File: src/rtl/compositor_pkg.sv
package compositor_pkg;

    typedef struct packed {
        logic [23:0] p0_rgb;
        logic [23:0] p1_rgb;
        logic [7:0]  p1_alpha;
    } stage1_t;

    // Rounded division by 255 of a value up to 17 bits.
    function automatic logic [7:0] div255_round(input logic [16:0] v);
        logic [16:0] t;
        t = (v + 17'd127) / 17'd255;
        return t[7:0];
    endfunction

endpackage

File: src/rtl/layer_cover.sv
module layer_cover #(
    parameter int CW = 12
) (
    input  logic [CW-1:0] pix_x,
    input  logic [CW-1:0] pix_y,
    input  logic [CW-1:0] org_x,
    input  logic [CW-1:0] org_y,
    input  logic [CW-1:0] width,
    input  logic [CW-1:0] height,
    input  logic [31:0]   argb,
    input  logic [7:0]    galpha,
    input  logic          galpha_en,
    output logic          hit,
    output logic [7:0]    eff_alpha
);
    import compositor_pkg::*;

    localparam int EW = CW + 2;

    logic signed [EW-1:0] px, py, lx, ly, rx, ry;
    logic [15:0] prod;

    assign px = $signed({2'b00, pix_x});
    assign py = $signed({2'b00, pix_y});
    assign lx = $signed({{2{org_x[CW-1]}}, org_x});
    assign ly = $signed({{2{org_y[CW-1]}}, org_y});
    assign rx = lx + $signed({2'b00, width});
    assign ry = ly + $signed({2'b00, height});

    assign hit = (px >= lx) && (px < rx) && (py >= ly) && (py < ry);

    always_comb begin
        prod = argb[31:24] * galpha;
        eff_alpha = galpha_en ? div255_round({1'b0, prod}) : argb[31:24];
    end

endmodule

File: src/rtl/pipe_select.sv
module pipe_select #(
    parameter int NL  = 4,
    parameter int PW  = 2,
    parameter int IW  = 2,
    parameter bit SEL = 1'b0
) (
    input  logic [NL-1:0]    cand,
    input  logic [NL-1:0]    pipe,
    input  logic [NL*PW-1:0] prio,
    output logic             found,
    output logic [IW-1:0]    idx,
    output logic [PW-1:0]    win_prio
);
    always_comb begin
        found    = 1'b0;
        idx      = '0;
        win_prio = '0;
        for (int i = 0; i < NL; i++) begin
            if (cand[i] && (pipe[i] == SEL)) begin
                if (!found || (prio[i*PW +: PW] > win_prio)) begin
                    found    = 1'b1;
                    idx      = IW'(i);
                    win_prio = prio[i*PW +: PW];
                end
            end
        end
    end

endmodule

File: src/rtl/pipe_blend.sv
module pipe_blend (
    input  logic [23:0] p0_rgb,
    input  logic [23:0] p1_rgb,
    input  logic [7:0]  alpha,
    output logic [23:0] rgb
);
    import compositor_pkg::*;

    logic [7:0] inv;
    assign inv = 8'd255 - alpha;

    for (genvar c = 0; c < 3; c++) begin : g_chan
        logic [15:0] t1, t0;
        logic [16:0] sum;
        always_comb begin
            t1  = alpha * p1_rgb[c*8 +: 8];
            t0  = inv * p0_rgb[c*8 +: 8];
            sum = {1'b0, t1} + {1'b0, t0};
            rgb[c*8 +: 8] = div255_round(sum);
        end
    end

endmodule

File: src/rtl/layer_compositor.sv
module layer_compositor #(
    parameter int NL = 4,
    parameter int CW = 12,
    parameter int PW = 2
) (
    input  logic             clk,
    input  logic             rst_n,
    input  logic [CW-1:0]    pix_x,
    input  logic [CW-1:0]    pix_y,
    input  logic [NL-1:0]    lyr_enable,
    input  logic [NL-1:0]    lyr_pipe,
    input  logic [NL*PW-1:0] lyr_prio,
    input  logic [NL*CW-1:0] lyr_org_x,
    input  logic [NL*CW-1:0] lyr_org_y,
    input  logic [NL*CW-1:0] lyr_width,
    input  logic [NL*CW-1:0] lyr_height,
    input  logic [NL*8-1:0]  lyr_galpha,
    input  logic [NL-1:0]    lyr_galpha_en,
    input  logic [NL*32-1:0] lyr_argb,
    input  logic [23:0]      bg_rgb,
    output logic [23:0]      out_rgb
);
    import compositor_pkg::*;

    localparam int IW = (NL > 1) ? $clog2(NL) : 1;

    logic [NL-1:0] hit;
    logic [7:0]    eff_a [NL];

    for (genvar i = 0; i < NL; i++) begin : g_layer
        layer_cover #(.CW(CW)) i_cover (
            .pix_x     (pix_x),
            .pix_y     (pix_y),
            .org_x     (lyr_org_x[i*CW +: CW]),
            .org_y     (lyr_org_y[i*CW +: CW]),
            .width     (lyr_width[i*CW +: CW]),
            .height    (lyr_height[i*CW +: CW]),
            .argb      (lyr_argb[i*32 +: 32]),
            .galpha    (lyr_galpha[i*8 +: 8]),
            .galpha_en (lyr_galpha_en[i]),
            .hit       (hit[i]),
            .eff_alpha (eff_a[i])
        );
    end

    logic [NL-1:0] cand;
    assign cand = hit & lyr_enable;

    logic          p0_found, p1_found;
    logic [IW-1:0] p0_idx, p1_idx;
    logic [PW-1:0] p0_prio, p1_prio;

    pipe_select #(.NL(NL), .PW(PW), .IW(IW), .SEL(1'b0)) i_sel0 (
        .cand (cand), .pipe (lyr_pipe), .prio (lyr_prio),
        .found (p0_found), .idx (p0_idx), .win_prio (p0_prio)
    );

    pipe_select #(.NL(NL), .PW(PW), .IW(IW), .SEL(1'b1)) i_sel1 (
        .cand (cand), .pipe (lyr_pipe), .prio (lyr_prio),
        .found (p1_found), .idx (p1_idx), .win_prio (p1_prio)
    );

    logic [7:0]  p0_alpha;
    logic [31:0] p0_argb, p1_argb;

    assign p0_alpha = eff_a[p0_idx];
    assign p0_argb  = lyr_argb[p0_idx*32 +: 32];
    assign p1_argb  = lyr_argb[p1_idx*32 +: 32];

    stage1_t     s1_d, s1_q;
    logic [23:0] out_d, out_q;
    logic [23:0] blend_rgb;

    pipe_blend i_blend (
        .p0_rgb (s1_q.p0_rgb),
        .p1_rgb (s1_q.p1_rgb),
        .alpha  (s1_q.p1_alpha),
        .rgb    (blend_rgb)
    );

    always_comb begin
        s1_d = '0;
        if (!p0_found) begin
            s1_d.p0_rgb = bg_rgb;
        end else if ((p0_prio == '0) && (p0_alpha != 8'hFF)) begin
            s1_d.p0_rgb = bg_rgb;
        end else begin
            s1_d.p0_rgb = p0_argb[23:0];
        end
        if (p1_found) begin
            s1_d.p1_rgb   = p1_argb[23:0];
            s1_d.p1_alpha = eff_a[p1_idx];
        end
        out_d = blend_rgb;
    end

    always_ff @(posedge clk or negedge rst_n) begin
        if (!rst_n) begin
            s1_q  <= '0;
            out_q <= '0;
        end else begin
            s1_q  <= s1_d;
            out_q <= out_d;
        end
    end

    assign out_rgb = out_q;

endmodule

File: config.mk
export PLATFORM = sky130hd
export DESIGN_NAME = layer_compositor
export DESIGN_NICKNAME = d
export VERILOG_FILES = /design/src/rtl/compositor_pkg.sv /design/src/rtl/layer_cover.sv /design/src/rtl/pipe_select.sv /design/src/rtl/pipe_blend.sv /design/src/rtl/layer_compositor.sv
export SDC_FILE = /design/constraint.sdc
export NUM_CORES = 2
export LEC_CHECK = 0
export BUFFER_PORTS_ARGS = -buffer_cell sky130_fd_sc_hd__buf_2
export CAP_MARGIN = 20
export CORE_ASPECT_RATIO = 1.25
export CORE_UTILIZATION = 28
export CTS_CLUSTER_DIAMETER = 30
export CTS_CLUSTER_SIZE = 40
export DETAILED_ROUTE_END_ITERATION = 7
export PLACE_DENSITY = 0.4
export SYNTH_ARGS = -nofsm -noshare
export SYNTH_HDL_FRONTEND = slang
export SYNTH_SLANG_ARGS = --single-unit
File: constraint.sdc
create_clock -name clk -period 19.08 [get_ports clk]
set_input_delay 2.862 -clock clk [delete_from_list [all_inputs] [get_ports clk]]
set_output_delay 2.862 -clock clk [all_outputs]
set_load 0.03 [all_outputs]
==> metrics.txt <==
io pins 446; drt initial violations 2787; final net count 8562; first-pass GRT wire length 297000 µm; CTS Buffer Depth 2; antenna viol nets, final 0; Worst Hold End out_rgb[8]; DR WL/cell 20.4 µm; fraction of layout cells with a size suffix above 1 10.1%; Post-Route WL 192000 µm; initial antenna violation count 68; # DRC 0; Site Rows 175; die area 0.186 mm²; Syn Inst Count 6689; crit-path max cell delay 0.78 ns; worst slew pin tran 1.15 ns; Slew HR 22.2%; RSZ-0062 raised after global routing no; mux cell area share after synthesis 3.09%; R2R cell count 46; Vias/cell 5.28; Adder-Cell Fraction of Synth Area 34.7%; DP HPWL 164000 µm; CTS root buffer clkbuf_16; worst hold stages 4; Max-Cap Viols 0; Post-synth EDFFs 0; worst flop-to-flop path startpoint s1_q[2]; Synth Area in Compound Gates 22.5%; die width 386 µm; Setup crit end kind flop; Most used DFF post-synth dfrtp_1; critical path required time 19.38 ns; Reg clk slew, reported paths 0.09 ns; distinct cell type count after synthesis 119; fmax 0.0633 GHz; H-tree Lvls 3; most frequent cells in the layout inv_1 (838), ha_1 (645), nand2_1 (551); GRT Total Usage 20.4%; reg2reg end out_rgb[8]; critical-path maximum fanout 24; Tightest Hold Check Type reg -> reg; Warnings, synthesis 0; Setup Skew 0.0255 ns; Hold Violations, Final 0; IO buf count 445; r2r setup slk 4.72 ns; vias in the first global route 50.7k; Mean Syn Cell Area 7.71 µm²; CTS Sinks 80; sequential element share of the synthesized area 3.88%; Synthesized Nets 8244; TNS Setup 0 ns; drt first pass iters 6; simple logic cell fraction of the synthesized area 23.9%; most common cell after layout, fill and taps aside inv_1; final setup vio count 0; cts bufs inserted 9; Final period util 82.8%; hold buffers post-CTS 0; area of the mapped netlist 0.0516 mm²; xor and xnor area share after synthesis 4.39%; Hold Crit Start s1_q[16]; min Tclk post-route 15.79 ns; Core Area 0.182 mm²; status complete, no violations; pin count of the biggest net entering global routing 57; Slowest cell on crit path nor4_2; ys async rst share 100%; Arr. time, crit path 16.09 ns; clk_lat worst skew 0.43 ns; Layout area overhead 10.2%; Most common cell on crit path fa_1; Setup crit start kind input port; routed via count 49.7k; Placer Congestion 0.889; # resized after CTS 0; Synth Register Bits 80; GRT overflow 0; TritonCTS clock tree done; Max Slew Vio Count 0; Die Y 482 µm; # Post-CTS Setup Buffers 0; Crit Path Class in -> reg; Starting Density 28.3%; largest family of logic cells by synthesized area adder cells
-- layer usage --
| metal | track usage [%] | wire length, µm |
|---|---|---|
| met3 | 4.06 | 10600 |
| met1 | 26.5 | 87000 |
| met5 | 0 | 486 |
| met4 | 4.00 | 3500 |
| met2 | 34.9 | 90300 |
-- worst max-delay path by stage --
stage	startpoint	endpoint	slack (ns)
finish	lyr_argb[28]	s1_q[32]	3.29
global route	lyr_argb[27]	s1_q[55]	2.37
CTS	lyr_argb[28]	s1_q[55]	3.48
detailed placement	lyr_argb[28]	s1_q[33]	2.99
global placement	lyr_argb[60]	s1_q[34]	3.20
floorplan	lyr_argb[24]	s1_q[35]	5.23
-- critical path: cells and delay by family --
family	cells	cell delay (ns)
and+or+nand+nor	13	4.25
buffers and inverters	5	0.91
xor gates and xnor gates	1	0.14
muxes	4	1.74
adders and majority gates	6	2.65
AOI/OAI and AO/OA	13	3.47
-- per-stage QoR --
stage / setup slack, ns / area (µm²) / util (%) / instances / hold WS, ns
3_5_place_dp: 2.99 / 56500 / 31.0 / 9382 / 1.22
3_3_place_gp: 3.20 / 56400 / 30.9 / 9379 / 1.23
5_1_grt: 2.37 / 56800 / 31.2 / 9413 / 1.30
4_1_cts: 3.48 / 56800 / 31.1 / 9398 / 1.25
2_1_floorplan: 5.23 / 51600 / - / 6689 / 0.813
6_report: 3.29 / 56800 / 31.2 / 9424 / 1.24
-- sequential cells by signal, summed over array words and instances (netlist names) --
name and count:
s1_q 56, out_rgb 24
-- cell usage after synthesis, types with 16 or more instances --
master / n / area share, %
or2_2: 49 / 0.59
or4_1: 27 / 0.39
o2111ai_1: 25 / 0.42
nor4_1: 67 / 0.81
nor2_1: 398 / 2.9
nand4b_1: 19 / 0.32
a21oi_1: 381 / 3.7
or3_1: 37 / 0.45
o31ai_1: 39 / 0.57
and2_1: 308 / 3.7
nor3_1: 143 / 1.4
inv_1: 838 / 6.1
buf_2: 23 / 0.22
mux2i_1: 89 / 1.7
a22oi_1: 16 / 0.23
nand3_1: 153 / 1.5
o22ai_1: 54 / 0.65
nand2b_1: 197 / 2.4
a211oi_1: 90 / 1.3
clkbuf_1: 141 / 1.0
nand2_1: 551 / 4.0
dfrtp_1: 80 / 3.9
o21ai_1: 23 / 0.22
a211o_1: 29 / 0.49
o21a_1: 69 / 1.0
mux2_4: 20 / 0.58
a21boi_0: 21 / 0.31
o31a_1: 18 / 0.31
and3_1: 55 / 0.67
nor2b_1: 162 / 2.0
o211ai_1: 71 / 1.0
mux2_2: 34 / 0.74
xor2_1: 79 / 1.3
nand4_1: 65 / 0.79
a21o_1: 127 / 1.8
and4_1: 18 / 0.31
a31o_2: 20 / 0.34
xnor2_1: 174 / 3.0
o21ai_0: 314 / 3.0
a31oi_1: 83 / 1.0
ha_1: 645 / 16
o21bai_1: 75 / 1.1
fa_1: 488 / 19
a41oi_1: 18 / 0.31
-- layout make-up --
type	instances	area, µm²
flip-flops and latches	80	2000
clock inverters	6	73.8
clock buffers	10	239
well taps	2389	2990
inverters	838	3150
multi-input cells	5589	45800
repair buffers	489	2550
fillers	19900	126000
diodes	23	57.6
-- logic make-up (layout without fill, tap and decap cells) --
| family | Yosys count | after routing |
|---|---|---|
| AND/OR/NAND/NOR | 2338 | 2338 |
| AO/OA/AOI/OAI | 1710 | 1710 |
| adder cells (fa/ha/maj) | 1141 | 1141 |
| buffers and inverters | 1020 | 1343 |
| XOR/XNOR | 256 | 256 |
| multiplexers | 144 | 144 |
| flip-flops | 80 | 80 |
| other | 0 | 23 |
Power is not shown: default switching activity piles up to over one toggle a cycle in this logic, so the estimate is an artifact.
